### src/rtl/cbm_pkg.sv
// Package: shared constants for the cartridge bank-swap mapper.
// Assumes a 24-bit byte address bus; all window positions are derived here.
package cbm_pkg;
    localparam int ADDR_W      = 24;     // bus byte address width
    localparam int ROM_AW      = 22;     // ROM offset width (4 MB space)
    localparam int BANK_AW     = 18;     // 256 KB bank offset width
    localparam int RAM_AW      = 16;     // battery RAM offset width
    localparam int CTRL_W      = 8;      // control byte width
    localparam int SWAP_BIT    = 7;      // control bit: bank swap + mirror
    localparam int LOCK_BIT    = 5;      // control bit: one-shot lock
    localparam int CTRL_PAGE   = 'hE;    // address bits [11:8] of the register
    localparam int SWAP_BANK   = 'hE;    // ROM bank brought down by the swap
    localparam int MIRROR_BANK = 'hF;    // bus bank holding the RAM mirror
    localparam int RAM_PAGE    = 'h40;   // bus bits above RAM_AW for primary RAM
endpackage

### src/rtl/cbm_ctrl_reg.sv
// Control register: decodes writes into the low 64 KB and latches the low
// data byte. Word writes are decoded at address+1. Once the lock bit is
// set, further writes are refused until synchronous reset.
// Assumes bus_addr, bus_word and wdata are stable around the rising edge.
module cbm_ctrl_reg #(
    parameter int ADDR_W    = 24,
    parameter int CTRL_W    = 8,
    parameter int LOCK_BIT  = 5,
    parameter int CTRL_PAGE = 'hE
) (
    input  logic              clk,
    input  logic              rst_n,
    input  logic              wr_en,
    input  logic              word,
    input  logic [ADDR_W-1:0] addr,
    input  logic [CTRL_W-1:0] wdata,
    output logic [CTRL_W-1:0] ctrl
);
    localparam int HI_W = ADDR_W - 16;

    logic [ADDR_W-1:0] eff_addr;
    logic              hit;

    // Effective decode address: word accesses land on the odd byte.
    always_comb begin
        eff_addr = addr + {{(ADDR_W-1){1'b0}}, word};
        hit      = (eff_addr[ADDR_W-1:16] == {HI_W{1'b0}}) &&
                   (eff_addr[11:8] == CTRL_PAGE[3:0]);
    end

    // Register update: reset clears, an unlocked hitting write loads.
    always_ff @(posedge clk) begin
        if (!rst_n)
            ctrl <= '0;
        else if (wr_en && hit && !ctrl[LOCK_BIT])
            ctrl <= wdata;
    end
endmodule

### src/rtl/cbm_ram_decode.sv
// Battery RAM decode: the primary window is always open; the mirror window
// one bank below the primary window opens only while swap is set.
// MIRROR_EN = 0 builds the variant without a mirror.
module cbm_ram_decode #(
    parameter int ADDR_W      = 24,
    parameter int BANK_AW     = 18,
    parameter int RAM_AW      = 16,
    parameter int RAM_PAGE    = 'h40,
    parameter int MIRROR_BANK = 'hF,
    parameter bit MIRROR_EN   = 1'b1
) (
    input  logic              valid,
    input  logic              swap,
    input  logic [ADDR_W-1:0] addr,
    output logic              in_mirror,
    output logic              ram_sel,
    output logic [RAM_AW-1:0] ram_addr
);
    localparam int PAGE_W = ADDR_W - RAM_AW;
    localparam int BANK_W = ADDR_W - BANK_AW;

    logic in_primary;

    // Primary window hit.
    always_comb in_primary = (addr[ADDR_W-1:RAM_AW] == RAM_PAGE[PAGE_W-1:0]);

    generate
        if (MIRROR_EN) begin : g_mirror
            // Mirror window hit, gated by the swap bit.
            always_comb in_mirror = swap &&
                (addr[ADDR_W-1:BANK_AW] == MIRROR_BANK[BANK_W-1:0]);
        end else begin : g_no_mirror
            // No mirror in this variant.
            always_comb in_mirror = 1'b0;
        end
    endgenerate

    // Select and offset; both windows use the low address bits directly.
    always_comb begin
        ram_sel  = valid && (in_primary || in_mirror);
        ram_addr = addr[RAM_AW-1:0];
    end
endmodule

### src/rtl/cbm_rom_xlat.sv
// ROM translation: the whole 4 MB ROM space is mapped linearly, except
// that the lowest bank is replaced by SWAP_BANK while swap is set and the
// RAM mirror window is taken away from ROM. Reads only.
module cbm_rom_xlat #(
    parameter int ADDR_W    = 24,
    parameter int ROM_AW    = 22,
    parameter int BANK_AW   = 18,
    parameter int SWAP_BANK = 'hE
) (
    input  logic              valid,
    input  logic              write,
    input  logic              swap,
    input  logic              in_mirror,
    input  logic [ADDR_W-1:0] addr,
    output logic              rom_sel,
    output logic [ROM_AW-1:0] rom_addr
);
    localparam int TOP_W  = ADDR_W - ROM_AW;
    localparam int IDX_W  = ROM_AW - BANK_AW;
    localparam int LOW0_W = ADDR_W - BANK_AW;

    logic in_rom;
    logic in_bank0;

    // Window decode.
    always_comb begin
        in_rom   = (addr[ADDR_W-1:ROM_AW] == {TOP_W{1'b0}});
        in_bank0 = (addr[ADDR_W-1:BANK_AW] == {LOW0_W{1'b0}});
    end

    // Select and translated offset.
    always_comb begin
        rom_sel = valid && !write && in_rom && !in_mirror;
        if (swap && in_bank0)
            rom_addr = {SWAP_BANK[IDX_W-1:0], addr[BANK_AW-1:0]};
        else
            rom_addr = addr[ROM_AW-1:0];
    end
endmodule

### src/rtl/cart_bank_mapper.sv
// Top: lockable cartridge bank-swap mapper. One control byte is written
// through the low 64 KB; its swap bit remaps ROM bank 0 and opens a RAM
// mirror, and its lock bit freezes it. The mapping outputs are
// combinational from the bus inputs and the latched byte.
module cart_bank_mapper
    import cbm_pkg::*;
(
    input  logic              clk,
    input  logic              rst_n,
    input  logic              bus_valid,
    input  logic              bus_write,
    input  logic              bus_word,
    input  logic [ADDR_W-1:0] bus_addr,
    input  logic [CTRL_W-1:0] bus_wdata,
    output logic              rom_sel,
    output logic [ROM_AW-1:0] rom_addr,
    output logic              ram_sel,
    output logic [RAM_AW-1:0] ram_addr,
    output logic [CTRL_W-1:0] ctrl_dbg
);
    logic [CTRL_W-1:0] ctrl;
    logic              wr_en;
    logic              swap;
    logic              in_mirror;

    // Strobes derived from the bus and the latched byte.
    always_comb begin
        wr_en    = bus_valid && bus_write;
        swap     = ctrl[SWAP_BIT];
        ctrl_dbg = ctrl;
    end

    cbm_ctrl_reg #(
        .ADDR_W(ADDR_W), .CTRL_W(CTRL_W),
        .LOCK_BIT(LOCK_BIT), .CTRL_PAGE(CTRL_PAGE)
    ) u_reg (
        .clk(clk), .rst_n(rst_n), .wr_en(wr_en), .word(bus_word),
        .addr(bus_addr), .wdata(bus_wdata), .ctrl(ctrl)
    );

    cbm_ram_decode #(
        .ADDR_W(ADDR_W), .BANK_AW(BANK_AW), .RAM_AW(RAM_AW),
        .RAM_PAGE(RAM_PAGE), .MIRROR_BANK(MIRROR_BANK), .MIRROR_EN(1'b1)
    ) u_ram (
        .valid(bus_valid), .swap(swap), .addr(bus_addr),
        .in_mirror(in_mirror), .ram_sel(ram_sel), .ram_addr(ram_addr)
    );

    cbm_rom_xlat #(
        .ADDR_W(ADDR_W), .ROM_AW(ROM_AW), .BANK_AW(BANK_AW),
        .SWAP_BANK(SWAP_BANK)
    ) u_rom (
        .valid(bus_valid), .write(bus_write), .swap(swap),
        .in_mirror(in_mirror), .addr(bus_addr),
        .rom_sel(rom_sel), .rom_addr(rom_addr)
    );
endmodule

### config.mk
export PLATFORM = sky130hd
export DESIGN_NAME = cart_bank_mapper
export DESIGN_NICKNAME = d
export VERILOG_FILES = /design/src/rtl/cbm_pkg.sv /design/src/rtl/cbm_ctrl_reg.sv /design/src/rtl/cbm_ram_decode.sv /design/src/rtl/cbm_rom_xlat.sv /design/src/rtl/cart_bank_mapper.sv
export SDC_FILE = /design/constraint.sdc
export NUM_CORES = 1
export LEC_CHECK = 0
export ABC_AREA = 1
export BUFFER_PORTS_ARGS = -buffer_cell sky130_fd_sc_hd__buf_2
export CELL_PAD_IN_SITES_DETAIL_PLACEMENT = 1
export CELL_PAD_IN_SITES_GLOBAL_PLACEMENT = 1
export CORE_MARGIN = 1.5
export CORE_UTILIZATION = 29
export CTS_CLUSTER_SIZE = 28
export DETAILED_ROUTE_END_ITERATION = 10
export PLACE_DENSITY = 0.86
export SLEW_MARGIN = 15
export SYNTH_ARGS = -nofsm -noshare
export SYNTH_HDL_FRONTEND = slang
export SYNTH_SLANG_ARGS = --single-unit
### constraint.sdc
create_clock -name clk -period 4 [get_ports clk]
set_clock_uncertainty 0.1 [all_clocks]
set_input_delay 0.8 -clock clk [delete_from_list [all_inputs] [get_ports clk]]
set_output_delay 0.8 -clock clk [all_outputs]
set_load 0.02 [all_outputs]
==> out/qor.yml <==
reg2reg_from: "u_reg.ctrl[5]"
nets: 341
cap_violations: 0
syn_area_um2: 1400
cp-end-kind: "primary output"
holdWs_ns: 0.373
syn_nets: 289
clock_path_buffers: 2
r2r_slack_ns: 2.48
cts_buffers: 3
netlist_top_cells_area: "nand2_1, buf_4, dfxtp_1, nor2_1, nand3_1"
antenna_found_initial: 0
synth_cells: 252
grt_overflow: 0
grt.total_usage_pct: 16.5
coreArea_um2: 4690
yosysWarningCount: 0
synth-compound-area-share_pct: 2.41
drt-initial-drc-count: 67
hold_buffers: 0
hold_viol_final: 0
rows: 25
cts_setup_buffers: 0
io_buffers: 84
fmax_mhz: 364
cts_tree: "built"
viasPerCell: 4.62
ios: 85
critPathMaxFanout: 4
crit_end: "rom_addr[20]"
regMostFlops: "u_reg.ctrl"
slew_headroom_pct: 70.4
routedWlPerCell_um: 11.8
cts.sinks: 8
ant_nets: 0
r2r_cells: 9
setup_viol: 0
timing.critical_path.from: "bus_addr[20]"
fin_crit_sh_pct: 68.8
largest_reg_flops: 8
dieArea_um2: 5260
cp.required_ns: 3.10
grt_pass1_wl_mm: 7.00
die_w_um: 72.5
yosysSeqAreaShare_pct: 11.4
final_util_pct: 35.4
cts_root_buffer: "clkbuf_8"
synth.avg_cell_area_um2: 5.57
status: "finished clean"
routed_wl_mm: 4.21
tightestPinTransition_ns: 0.440
hold_path_startpoint: "u_reg.ctrl[0]"
cp_data_arrival_time_ns: 1.85
p_per_area_nw_per_um2: 179
grt_pass1_vias: 1614
start_util_pct: 29.9
final_layout_size_suffix_gt1_share_pct: 37.1
synth_xor_area_share_pct: 0.624
rsz0062_at_grt: "no"
slew_viol_final: 0
fin_setup_tns_ns: 0
worstSetupPathType: "input port to primary output"
dpl.cell_count: 353
path_clk_slew_ns: 0.04
min_period_ns: 2.75
holdCritPathClass: "register to register"
synthAdderAreaFrac_pct: 0
ys_ff_latch: 8
synth_top_area_cell: "nand2_1"
cts_max_level: 1
fin_cells: 356
cp-start-kind: "input port"
worst_r2r_endpoint: "u_reg.ctrl[6]"
p_leak_uw: 0.000895
num_vias: 1646
diodes: 0
max-vdd-ir-drop_mv: 0.122
die_y_um: 72.5
clk_latency_ns: 0.22
yosys.area_share.simple_pct: 57.9
grt_max_degree: 9
dr.pass1.iters: 4
drc: 0
cts_resized: 0
synth_top_family_by_area: "simple AND/OR/NAND/NOR gates"
top_regs: "u_reg.ctrl x8"
synth_top_area_share_pct: 20.3
areaGrowthSynthToFinish_pct: 18.4
dp_hpwl_mm: 3.72
fin_total_pwr_uw: 297
gp_congestion: 0.877
yosysUniqueCellTypes: 25
synth.area.mux_share_pct: 0
[synth_stat cells]
cell type / instances
a21oi_2: 1
nor4_1: 2
o21ai_1: 2
and3_1: 1
dfxtp_1: 8
nand3_2: 2
buf_4: 35
nor2_1: 37
xor2_1: 1
nor3_1: 2
nand2_1: 76
nor2_2: 7
nand3_1: 25
inv_1: 29
nor2_4: 9
o21ai_0: 1
inv_2: 2
nand2_2: 2
a21oi_1: 2
buf_2: 1
clkbuf_1: 1
nand3b_1: 2
nand4_1: 2
nand3_4: 1
nand2_4: 1
[metrics by stage]
step	worst slack [ns]	instance area (um^2)
5_1_grt	1.08	1660
3_5_place_dp	1.27	1620
2_1_floorplan	1.55	1400
3_3_place_gp	1.34	1620
4_1_cts	1.27	1660
6_report	1.25	1660
[cell type report]
class | instances | area (um^2)
Multi-Input combinational cell | 176 | 855
Sequential cell | 8 | 160
Clock buffer | 3 | 41.3
Tap cell | 54 | 67.6
Timing Repair Buffer | 84 | 420
Fill cell | 689 | 3030
Inverter | 31 | 116
[layer usage]
metal | part of all wire, % | vias to the layer above | GRT usage (%)
met3 | 6.2 | 6 | 2.78
met2 | 49 | 55 | 29.4
met1 | 44 | 745 | 20.7
met4 | 1.1 | 0 | 3.35
li1 | - | 840 | -
met5 | 0 | - | 0
[layout by cell type (no fill, tap or decap)]
cell	n
buf_2	84
o21ai_0	1
nand3_4	1
nor2_4	9
nand3_2	2
dfxtp_1	8
nand2_4	1
nand2_1	76
clkbuf_8	3
nor4_1	2
inv_2	2
nand2_2	2
a21oi_1	2
a21oi_2	1
and3_1	1
nand3b_1	2
xor2_1	1
nand3_1	25
nor2_2	7
inv_1	29
o21ai_1	2
nor3_1	2
nand4_1	2
nor2_1	37
[worst max-delay path, cell delays in order]
cell	delay [ns]
buf_2	0.12
nor4_1	0.42
nand3_1	0.24
nand2_1	0.11
buf_2	0.16
[where the power goes]
group / switching [uW] / total (uW) / leakage (uW) / internal, uW
clock: 29.4 / 94.4 / 0.0000216 / 65.0
sequential: 0.00423 / 80.2 / 0.0000644 / 80.2
combinational: 82.4 / 122 / 0.000809 / 40.0
[how the worst min path moves through the flow]
stage	end	slack (ns)	cells past startpoint
global placement	u_reg.ctrl[1]	0.36	2
detailed placement	u_reg.ctrl[0]	0.37	2
CTS	u_reg.ctrl[0]	0.38	2
global route	u_reg.ctrl[5]	0.41	2
floorplan	u_reg.ctrl[7]	0.39	2
finish	u_reg.ctrl[0]	0.37	2
[cell families after synthesis]
kind of cell           after synthesis
flip-flops                           8
AO/OA/AOI/OAI                        6
buffers and inverters               68
XOR/XNOR                             1
AND/OR/NAND/NOR                    169
(Power assumes the default switching activity.)
